[src/rtl/sac_pkg.sv]
package sac_pkg;
   localparam int unsigned DEF_DEPTH  = 8;
   localparam int unsigned DEF_AW     = 32;
   localparam int unsigned DEF_SZW    = 2;
   localparam int unsigned DEF_PG     = 12;
   localparam int unsigned DEF_CNT_W  = 4;
   localparam int unsigned DEF_REPLAY = 3;

   // Two power-of-two aligned blocks overlap when their addresses agree
   // above the larger block size; keep selects which address bits count.
   function automatic logic sac_meet(input logic [63:0] a,
                                     input logic [63:0] b,
                                     input logic [63:0] keep,
                                     input int unsigned sa,
                                     input int unsigned sb);
      int unsigned mx;
      logic [63:0] d;
      mx = (sa > sb) ? sa : sb;
      d  = (a ^ b) & keep;
      return ((d >> mx) == 64'd0);
   endfunction
endpackage

[src/rtl/sac_ring.sv]
module sac_ring #(
   parameter int unsigned DEPTH = 8,
   parameter int unsigned AW    = 32,
   parameter int unsigned SZW   = 2
) (
   input  logic                            clk,
   input  logic                            rst_n,
   input  logic                            alloc_i,
   input  logic [AW-1:0]                   alloc_addr_i,
   input  logic [SZW-1:0]                  alloc_size_i,
   input  logic                            commit_i,
   output logic [DEPTH-1:0][AW-1:0]        ent_addr_o,
   output logic [DEPTH-1:0][SZW-1:0]       ent_size_o,
   output logic [DEPTH-1:0]                ent_vld_o,
   output logic [$clog2(DEPTH)-1:0]        tail_o,
   output logic [DEPTH-1:0]                commit_oh_o,
   output logic                            full_o,
   output logic                            empty_o
);
   localparam int unsigned PW = $clog2(DEPTH);
   localparam int unsigned CW = $clog2(DEPTH + 1);

   logic [PW-1:0]              head_q, tail_q;
   logic [CW-1:0]              cnt_q;
   logic [DEPTH-1:0]           vld_q;
   logic [DEPTH-1:0][AW-1:0]   addr_q;
   logic [DEPTH-1:0][SZW-1:0]  size_q;
   logic                       do_alloc, do_commit;

   assign full_o    = (cnt_q == CW'(DEPTH));
   assign empty_o   = (cnt_q == '0);
   assign do_alloc  = alloc_i && !full_o;
   assign do_commit = commit_i && !empty_o;

   always_ff @(posedge clk) begin
      if (!rst_n) begin
         head_q <= '0;
         tail_q <= '0;
         cnt_q  <= '0;
         vld_q  <= '0;
      end else begin
         if (do_commit) begin
            vld_q[head_q] <= 1'b0;
            head_q        <= head_q + 1'b1;
         end
         if (do_alloc) begin
            vld_q[tail_q] <= 1'b1;
            tail_q        <= tail_q + 1'b1;
         end
         cnt_q <= cnt_q + CW'(do_alloc) - CW'(do_commit);
      end
   end

   always_ff @(posedge clk) begin
      if (do_alloc) begin
         addr_q[tail_q] <= alloc_addr_i;
         size_q[tail_q] <= alloc_size_i;
      end
   end

   for (genvar g = 0; g < DEPTH; g++) begin : g_slot
      assign commit_oh_o[g] = do_commit && (head_q == PW'(g));
   end

   assign ent_addr_o = addr_q;
   assign ent_size_o = size_q;
   assign ent_vld_o  = vld_q;
   assign tail_o     = tail_q;
endmodule

[src/rtl/sac_pagecmp.sv]
module sac_pagecmp
   import sac_pkg::*;
#(
   parameter int unsigned DEPTH   = 8,
   parameter int unsigned AW      = 32,
   parameter int unsigned SZW     = 2,
   parameter int unsigned PG_BITS = 12
) (
   input  logic                       ld_vld_i,
   input  logic [AW-1:0]              ld_addr_i,
   input  logic [SZW-1:0]             ld_size_i,
   input  logic [DEPTH-1:0][AW-1:0]   ent_addr_i,
   input  logic [DEPTH-1:0][SZW-1:0]  ent_size_i,
   input  logic [DEPTH-1:0]           ent_vld_i,
   output logic [DEPTH-1:0]           hit_vec_o
);
   localparam logic [63:0] PG_KEEP = (64'd1 << PG_BITS) - 64'd1;

   for (genvar g = 0; g < DEPTH; g++) begin : g_cmp
      assign hit_vec_o[g] = ld_vld_i && ent_vld_i[g] &&
                            sac_meet(64'(ent_addr_i[g]), 64'(ld_addr_i), PG_KEEP,
                                     int'(ent_size_i[g]), int'(ld_size_i));
   end
endmodule

[src/rtl/sac_fullchk.sv]
module sac_fullchk
   import sac_pkg::*;
#(
   parameter int unsigned DEPTH = 8,
   parameter int unsigned AW    = 32,
   parameter int unsigned SZW   = 2
) (
   input  logic                       clk,
   input  logic                       rst_n,
   input  logic [DEPTH-1:0]           hit_vec_i,
   input  logic [DEPTH-1:0]           commit_oh_i,
   input  logic [AW-1:0]              ld_addr_i,
   input  logic [SZW-1:0]             ld_size_i,
   input  logic [DEPTH-1:0][AW-1:0]   ent_addr_i,
   input  logic [DEPTH-1:0][SZW-1:0]  ent_size_i,
   input  logic [$clog2(DEPTH)-1:0]   tail_i,
   output logic                       fast_hit_o,
   output logic                       true_hit_o,
   output logic [$clog2(DEPTH)-1:0]   true_idx_o,
   output logic                       false_alias_o
);
   localparam int unsigned PW = $clog2(DEPTH);
   localparam logic [63:0] ALL_KEEP = {64{1'b1}};

   logic [DEPTH-1:0]  mask_q, full_vec;
   logic [AW-1:0]     la_q;
   logic [SZW-1:0]    ls_q;
   logic              found;
   logic [PW-1:0]     pick;
   logic              fast_q, true_q, false_q;
   logic [PW-1:0]     idx_q;

   always_ff @(posedge clk) begin
      if (!rst_n) mask_q <= '0;
      else        mask_q <= hit_vec_i & ~commit_oh_i;
   end

   always_ff @(posedge clk) begin
      la_q <= ld_addr_i;
      ls_q <= ld_size_i;
   end

   for (genvar g = 0; g < DEPTH; g++) begin : g_full
      assign full_vec[g] = mask_q[g] &&
                           sac_meet(64'(ent_addr_i[g]), 64'(la_q), ALL_KEEP,
                                    int'(ent_size_i[g]), int'(ls_q));
   end

   // Scan from oldest to youngest so the youngest match is kept last.
   always_comb begin
      found = 1'b0;
      pick  = '0;
      for (int k = DEPTH; k >= 1; k--) begin
         if (full_vec[tail_i - PW'(k)]) begin
            found = 1'b1;
            pick  = tail_i - PW'(k);
         end
      end
   end

   always_ff @(posedge clk) begin
      if (!rst_n) begin
         fast_q  <= 1'b0;
         true_q  <= 1'b0;
         false_q <= 1'b0;
         idx_q   <= '0;
      end else begin
         fast_q  <= |mask_q;
         true_q  <= found;
         false_q <= (|mask_q) && !found;
         idx_q   <= pick;
      end
   end

   assign fast_hit_o    = fast_q;
   assign true_hit_o    = true_q;
   assign true_idx_o    = idx_q;
   assign false_alias_o = false_q;
endmodule

[src/rtl/sac_replay.sv]
module sac_replay #(
   parameter int unsigned REPLAY_CYC = 3,
   parameter int unsigned CNT_W      = 4
) (
   input  logic              clk,
   input  logic              rst_n,
   input  logic              false_i,
   output logic              replay_o,
   output logic [CNT_W-1:0]  cnt_o
);
   logic [CNT_W-1:0] cnt_q;

   if (REPLAY_CYC == 1) begin : g_single
      assign replay_o = false_i;
   end else begin : g_multi
      localparam int unsigned RW = $clog2(REPLAY_CYC);
      logic [RW-1:0] rc_q;
      always_ff @(posedge clk) begin
         if (!rst_n)             rc_q <= '0;
         else if (false_i)       rc_q <= RW'(REPLAY_CYC - 1);
         else if (rc_q != '0)    rc_q <= rc_q - 1'b1;
      end
      assign replay_o = false_i || (rc_q != '0);
   end

   always_ff @(posedge clk) begin
      if (!rst_n)                         cnt_q <= '0;
      else if (false_i && (cnt_q != '1))  cnt_q <= cnt_q + 1'b1;
   end

   assign cnt_o = cnt_q;
endmodule

[src/rtl/sq_alias_check.sv]
module sq_alias_check
   import sac_pkg::*;
#(
   parameter int unsigned DEPTH      = DEF_DEPTH,
   parameter int unsigned AW         = DEF_AW,
   parameter int unsigned SZW        = DEF_SZW,
   parameter int unsigned PG_BITS    = DEF_PG,
   parameter int unsigned CNT_W      = DEF_CNT_W,
   parameter int unsigned REPLAY_CYC = DEF_REPLAY
) (
   input  logic                      clk,
   input  logic                      rst_n,
   input  logic                      st_alloc_i,
   input  logic [AW-1:0]             st_addr_i,
   input  logic [SZW-1:0]            st_size_i,
   input  logic                      st_commit_i,
   input  logic                      ld_valid_i,
   input  logic [AW-1:0]             ld_addr_i,
   input  logic [SZW-1:0]            ld_size_i,
   output logic                      sq_full_o,
   output logic                      sq_empty_o,
   output logic                      fast_hit_o,
   output logic                      true_hit_o,
   output logic [$clog2(DEPTH)-1:0]  true_idx_o,
   output logic                      false_alias_o,
   output logic                      replay_o,
   output logic [CNT_W-1:0]          alias_cnt_o
);
   if (DEPTH < 2 || (DEPTH & (DEPTH - 1)) != 0) begin : g_bad_depth
      $error("DEPTH must be a power of two of at least 2");
   end
   if (AW > 64 || PG_BITS == 0 || PG_BITS >= AW) begin : g_bad_aw
      $error("PG_BITS must lie below AW and AW must not exceed 64");
   end
   if (REPLAY_CYC < 1 || CNT_W < 1) begin : g_bad_cnt
      $error("REPLAY_CYC and CNT_W must be at least 1");
   end

   localparam int unsigned PW = $clog2(DEPTH);

   logic [DEPTH-1:0][AW-1:0]   ent_addr;
   logic [DEPTH-1:0][SZW-1:0]  ent_size;
   logic [DEPTH-1:0]           ent_vld;
   logic [PW-1:0]              tail;
   logic [DEPTH-1:0]           commit_oh;
   logic [DEPTH-1:0]           hit_vec;

   sac_ring #(.DEPTH(DEPTH), .AW(AW), .SZW(SZW)) u_ring (
      .clk          (clk),
      .rst_n        (rst_n),
      .alloc_i      (st_alloc_i),
      .alloc_addr_i (st_addr_i),
      .alloc_size_i (st_size_i),
      .commit_i     (st_commit_i),
      .ent_addr_o   (ent_addr),
      .ent_size_o   (ent_size),
      .ent_vld_o    (ent_vld),
      .tail_o       (tail),
      .commit_oh_o  (commit_oh),
      .full_o       (sq_full_o),
      .empty_o      (sq_empty_o)
   );

   sac_pagecmp #(.DEPTH(DEPTH), .AW(AW), .SZW(SZW), .PG_BITS(PG_BITS)) u_page (
      .ld_vld_i   (ld_valid_i),
      .ld_addr_i  (ld_addr_i),
      .ld_size_i  (ld_size_i),
      .ent_addr_i (ent_addr),
      .ent_size_i (ent_size),
      .ent_vld_i  (ent_vld),
      .hit_vec_o  (hit_vec)
   );

   sac_fullchk #(.DEPTH(DEPTH), .AW(AW), .SZW(SZW)) u_full (
      .clk           (clk),
      .rst_n         (rst_n),
      .hit_vec_i     (hit_vec),
      .commit_oh_i   (commit_oh),
      .ld_addr_i     (ld_addr_i),
      .ld_size_i     (ld_size_i),
      .ent_addr_i    (ent_addr),
      .ent_size_i    (ent_size),
      .tail_i        (tail),
      .fast_hit_o    (fast_hit_o),
      .true_hit_o    (true_hit_o),
      .true_idx_o    (true_idx_o),
      .false_alias_o (false_alias_o)
   );

   sac_replay #(.REPLAY_CYC(REPLAY_CYC), .CNT_W(CNT_W)) u_replay (
      .clk      (clk),
      .rst_n    (rst_n),
      .false_i  (false_alias_o),
      .replay_o (replay_o),
      .cnt_o    (alias_cnt_o)
   );
endmodule

[config.mk]
export PLATFORM = sky130hd
export DESIGN_NAME = sq_alias_check
export DESIGN_NICKNAME = d
export VERILOG_FILES = /design/src/rtl/sac_pkg.sv /design/src/rtl/sac_ring.sv /design/src/rtl/sac_pagecmp.sv /design/src/rtl/sac_fullchk.sv /design/src/rtl/sac_replay.sv /design/src/rtl/sq_alias_check.sv
export SDC_FILE = /design/constraint.sdc
export NUM_CORES = 1
export LEC_CHECK = 0
export ABC_CLOCK_PERIOD_IN_PS = 6100
export CAP_MARGIN = 0
export CORE_MARGIN = 2
export CORE_UTILIZATION = 57
export CTS_CLUSTER_SIZE = 24
export DETAILED_ROUTE_END_ITERATION = 8
export PLACE_DENSITY = 0.74
export SYNTH_ARGS = -nofsm -noshare
export SYNTH_HDL_FRONTEND = slang
export SYNTH_SLANG_ARGS = --single-unit
[constraint.sdc]
create_clock -name clk -period 6.1 [get_ports clk]
set_input_delay 0.915 -clock clk [delete_from_list [all_inputs] [get_ports clk]]
set_output_delay 0.915 -clock clk [all_outputs]
set_load 0.01 [all_outputs]
; ---- Word-level counts from Yosys, hierarchy flattened
; Cells that the tools add are included.
[word_totals]
mem_count = 0
input_bits = 73
ff_bits = 344
rom_bits = 0
ramBits = 0
word_cells = 244
latchBits = 0
[op_classes]
n_reduce_logical = 64
n_lt_le_gt_ge = 27
n_bitwise = 22
mux = 63
multipliers = 0
addsub = 13
shifts = 16
eq_ne = 9
n_div = 0
[ops]
columns = operator, count
row1 = $logic_not A64 Y1, 16
row2 = $shr A64 B32 Y64, 8
row3 = $shr A12 B32 Y64, 7
row4 = $bwmux W256, 1
row5 = $xor A32 B32 Y32, 8
row6 = $demux W32 S3, 1
row7 = $xor A12 B12 Y12, 8
row8 = $shr A12 B2 Y64, 1
row9 = $logic_and A1 B1 Y1, 38
row10 = $mux W2, 19
row11 = $lt A3 B4 Y1 const B, 9
row12 = $gt A2 B2 Y1, 16
row13 = $mux W32, 1
row14 = $bmux W1 S3, 8
row15 = $mux W3, 8
row16 = $mux W8, 3
row17 = $mux W1, 18
row18 = $and A8 B8 Y8, 2
row19 = $bwmux W16, 1
row20 = $not A8 Y8, 2
row21 = $eq A3 B3 Y1 const B, 4
row22 = $sub A3 B3 Y3 const B, 4
row23 = $or A8 B8 Y8, 1
row24 = $reduce_or A8 Y1, 1
row25 = other kinds (21), 29

; ---- Longest topological paths before layout
[logic_depth]
depth_word = 17
depth_mapped = 12

; ---- Modules after synthesis
; A second synthesis with hierarchy kept.
[hier_totals]
hier_cells = 1329
area_unflattened_um2 = 17176.5
[modules_own_cells]
columns = mod, instances, cells_per_inst, area_each_um2
row1 = sac_ring, 1, 401, 9320.2
row2 = sac_fullchk, 1, 652, 5711.7
row3 = sac_pagecmp, 1, 248, 1894.3
row4 = sac_replay, 1, 28, 250.2

; ---- Worst setup path before layout
; OpenSTA, ideal clock, no wires.
[synth_timing]
kind = register to register
startpoint = reg u_full.ls_q[1]
endpoint = reg u_full.idx_q[0] (netlist: u_full.true_idx_o[0])
slack_ns = 2.706
period_less_slack_ns = 3.394
setup_ns = 0.131
stages_incl_launch_ff = 12
n_path_buf = 0
t_arrival_ns = 3.263
t_required_ns = 5.969
cell_sequence = dfxtp_1 > inv_1 > ha_1 > o21bai_1 > a32o_1 > a211oi_1 > or4_4 > mux2_4 > mux4_2 > or4b_1 > a21bo_4 > nor4_2
[synth_between]
elab_chain_cells = 15
word_cells_on_any_way = 64
classes_between = order compare: 8 / shift: 8 / mux: 32 / reduce/logical: 16
[synth_lines]
columns = element, line
row1 = from (decl), sac_fullchk.sv:27  ; logic [SZW-1:0] ls_q;
row2 = from (signal assigned), sac_fullchk.sv:40  ; ls_q <= ld_size_i;
row3 = $gt A2 B2 Y1, sac_pkg.sv:18  ; mx = (sa > sb) ? sa : sb;
row4 = $mux W2, sac_pkg.sv:18
row5 = $shr A64 B32 Y64, sac_pkg.sv:20  ; return ((d >> mx) == 64'd0);
row6 = $logic_not A64 Y1, sac_pkg.sv:20
row7 = $logic_and A1 B1 Y1, sac_fullchk.sv:44  ; assign full_vec[g] = mask_q[g] &&
row8 = $bmux W1 S3, sac_fullchk.sv:54  ; if (full_vec[tail_i - PW'(k)]) begin
row9 = $mux W1 (implied by the code), sac_fullchk.sv:54
row10 = $mux W3 (7 in series), sac_fullchk.sv:54
row11 = $mux W3 (*), sac_fullchk.sv:54
row12 = to (signal assigned), sac_fullchk.sv:71  ; idx_q <= pick;
row13 = to (decl), sac_fullchk.sv:31  ; logic [PW-1:0] idx_q;
; Mark *: on every way between the ends. The rest lies on a longest branch, timed or not. The select of a mux whose other input is x is not followed.
; A chain may end at the register's enable or synchronous reset.

; ---- Worst setup path in the final report
[layout_timing]
startpoint = reg u_full.ls_q[1]
endpoint = reg u_full.false_q (netlist: u_full.false_alias_o)
[layout_between]
elab_chain_cells = 17
word_cells_on_any_way = 66
classes_between = order compare: 8 / shift: 8 / mux: 32 / reduce/logical: 18
[layout_lines]
columns = element, line
row1 = $gt A2 B2 Y1, sac_pkg.sv:18
row2 = $mux W2, sac_pkg.sv:18
row3 = $shr A64 B32 Y64, sac_pkg.sv:20
row4 = $logic_not A64 Y1, sac_pkg.sv:20
row5 = $logic_and A1 B1 Y1, sac_fullchk.sv:44
row6 = $bmux W1 S3, sac_fullchk.sv:54
row7 = $mux W1 (implied by the code), sac_fullchk.sv:54
row8 = $mux W1 (7 in series), sac_fullchk.sv:54
row9 = $mux W1 (*), sac_fullchk.sv:54
row10 = $logic_not A1 Y1 (*), sac_fullchk.sv:70  ; false_q <= (|mask_q) && !found;
row11 = $logic_and A1 B1 Y1 (*), sac_fullchk.sv:70
row12 = to (signal assigned), sac_fullchk.sv:70
row13 = to (decl), sac_fullchk.sv:30  ; logic fast_q, true_q, false_q;
; Marked as above.

==> reports/summary.txt <==
=========================================================================================
Minimum period implied by the final worst setup slack ......................      4.43 ns
Clock tree from TritonCTS ..................................................          yes
Number of port buffers .....................................................           85
Number of placed I/O pins ..................................................           86
DR top layer ...............................................................         met5
Post-synthesis cell area ...................................................    17100 µm²
Worst Path Buf+Inv .........................................................            1
Layout net count ...........................................................         1535
Status .....................................................................    completed
Clk pin slew, worst setup/hold paths .......................................      0.06 ns
Horiz. Die Dim .............................................................       177 µm
Worst Max-Slew Pin Slew ....................................................     0.980 ns
Die footprint ..............................................................    31400 µm²
Number of flops mapped to enable cells by yosys ............................          272
Root buffer cell ...........................................................    clkbuf_16
Detailed placement HPWL ....................................................      33.5 mm
Fmax .......................................................................      226 MHz
Cell type contributing the most total cell area after synthesis ............     edfxtp_1
YS warnings ................................................................            0
Source-to-sink clock delay at the later pin of the worst-skew pair .........      0.54 ns
Total CTS buffers ..........................................................           38
Share of layout cells above drive strength 1 ...............................        7.23%
Proportion of register bits with asynchronous set or reset after synthesis .           0%
List of most frequent post-synthesis cells ................................. edfxtp_1, xor2_1, xnor2_1, dfxtp_1, inv_1
Layout filler cell count ...................................................         2196
Worst path slowest cell ....................................................       mux4_2
Worst path required time ...................................................      6.51 ns
Drt via density ............................................................         5.91
Setup CP Type ..............................................................   reg -> reg
Worst setup slack after placement ..........................................      1.80 ns
Worst setup SP type ........................................................         flop
Crit share post-route ......................................................        72.6%
GPL Wtd Cong ...............................................................        0.936
Maximum number of buffers from clock root to sink ..........................            3
# H-tree levels ............................................................            2
Number of remaining DRC errors .............................................            0
Final hold violation count .................................................            0
Area growth from synthesis to layout .......................................        13.7%
DRT antenna net count ......................................................            0
Leakage power ..............................................................      7.05 nW
Overall fraction of global-route tracks in use .............................        29.7%
Core Util, Final ...........................................................        65.7%
CTS Hold Buffers Added .....................................................            0
Worst Clk Skew .............................................................    0.0221 ns
Overall power of the completed layout ......................................    0.00604 W
Area share of the leading cell type in the synthesized netlist .............        47.7%
Relative max-transition margin .............................................        34.5%
Wire length of the first global-routing pass ...............................      67.4 mm
Total nets after synthesis .................................................         1458
Detailed-routed wire length on met3 ........................................      3.31 mm
Path class of the lowest-slack min-delay path ..............................   reg -> reg
Drt first-iter violations ..................................................         1045
M1 wire length .............................................................      18.5 mm
Maximum number of pins on one net before global-route repair ...............           35
Sinks on the clock net .....................................................          344
Synth Area per Inst ........................................................     13.0 µm²
Number of flip-flops and latches in the synthesized netlist ................          344
Per-cell routed wire length ................................................      25.4 µm
Cell-by-cell listing of the critical path .................................. inv_1, ha_1, mux2_2, a32o_1, a211oi_1, or4_4, mux2i_1, mux4_2, nand2b_1, nand2b_1, or4_1, a211oi_1
Critical path data arrival time ............................................      4.84 ns
Vias post-DR ...............................................................        10.7k
Setup crit end kind ........................................................         flop
Most common flop cell mapped by yosys ......................................     edfxtp_1
Overall overflow remaining after global route ..............................            0
Peak supply drop ...........................................................     0.278 mV
Met2 wirelength from detailed routing ......................................      21.7 mm
Final setup violation count ................................................            0
Number of distinct library cells after synthesis ...........................           66
Power Dens Cells ...........................................................   310 nW/µm²
Total wire length after detailed routing ...................................      46.2 mm
Share of the yosys chip area belonging to registers ........................        56.1%
RSZ-0062 raised after global routing .......................................           no
Family with the most delay on the worst path ............................... multiplexers
Number of buffers added for setup after CTS ................................            0
Worst-path maximum fanout ..................................................           16
Max_cap viols ..............................................................            0
Placeable core area ........................................................    29600 µm²
Initial antenna violation count ............................................            2
Synthesized instance count .................................................         1317
Final hold slack ...........................................................     0.438 ns
Slew Limit Fails ...........................................................            0
Final critical-path setup slack ............................................      1.67 ns
Starting utilization of the core area ......................................        57.8%
Number of rows created at floorplan ........................................           63
Max incr delay on CP .......................................................      0.61 ns
DIE HEIGHT .................................................................       177 µm
Post-cts gate resize count .................................................            0
Post-Route Setup TNS .......................................................         0 ns
Number of search-and-repair iterations in the first detailed-routing pass ..            5
Number of global-route vias before repair ..................................        10.6k
Top-count cell post-synth ..................................................     edfxtp_1
Top cells by area, synth ................................................... edfxtp_1, xor2_1, dfxtp_1, xnor2_1, ha_1
Worst R2R Setup Slack ......................................................      1.67 ns
=========================================================================================
==> sequential cells by signal, summed over array words and instances (netlist names) <==
register               cells
u_full.ls_q                2
u_replay.g_multi.rc_q      2
u_full.true_idx_o          3
u_ring.ent_size_o         16
u_ring.tail_o              3
u_full.la_q               32
u_replay.cnt_o             4
u_full.false_alias_o       1
u_ring.head_q              3
u_full.fast_hit_o          1
u_full.true_hit_o          1
u_full.mask_q              8
u_ring.cnt_q               4
u_ring.ent_addr_o        256
u_ring.ent_vld_o           8
==> stage by stage <==
step	area [µm²]	instances
after floorplan	17100	1317
after global placement	18100	1744
after detailed placement	18100	1744
after CTS	19500	1814
after global routing	19500	1814
final	19500	1815
==> layer usage <==
layer | up-vias | global-route usage [%]
met4 | 2 | 14.7
met2 | 511 | 48.6
met5 | - | 0
li1 | 4886 | -
met3 | 125 | 4.69
met1 | 5200 | 38.8
==> kinds of logic after synthesis <==
logic type	count (synthesis)	share of synthesized area (%)
xor gates and xnor gates	362	18.5
adders and majority gates	68	5.01
muxes	47	3.63
buffers and inverters	131	3.97
AOI/OAI and AO/OA	139	5.44
and+or+nand+nor	226	7.29
DFF	344	56.1
==> final timing paths <==
kind                                                             from                               endpoint  depth (start not counted)
worst min-delay path            u_replay.g_multi.rc_q[0]$_SDFFE_PP0P_  u_replay.g_multi.rc_q[0]$_SDFFE_PP0P_                          1
worst max register to register                 u_full.ls_q[1]$_DFF_P_        u_full.false_alias_o$_SDFF_PN0_                         12
worst max-delay path                           u_full.ls_q[1]$_DFF_P_        u_full.false_alias_o$_SDFF_PN0_                         12
worst min register to register  u_replay.g_multi.rc_q[0]$_SDFFE_PP0P_  u_replay.g_multi.rc_q[0]$_SDFFE_PP0P_                          1
==> where the power goes <==
group / switching (W) / total (W) / internal (W)
logic: 0.000473 / 0.000799 / 0.000326
clock network: 0.000944 / 0.00244 / 0.00150
registers: 0.000127 / 0.00279 / 0.00267
==> final cells by class <==
type                            count  area [µm²]  area share, %
Clock buffer                       52        1070           5.52
Antenna cell                        1        2.50         0.0129
Tap cell                          390         488           2.51
Sequential cell                   344        9610           49.4
Inverter                           75         282           1.45
Timing Repair Buffer               93         911           4.68
Clock inverter                     18         273           1.40
Multi-Input combinational cell    842        6830           35.1
==> cell usage in the layout, fill, tap and decap left out, types with 38 or more instances in the layout <==
cell               n
edfxtp_1         272
xor2_1           241
xnor2_1          121
clkdlybuf4s50_1   85
dfxtp_1           72
inv_1             67
ha_1              67
nor2_1            53
nor4_1            53
a21oi_1           40
clkbuf_16         39
nand4_1           38
(Power assumes the default switching activity.)
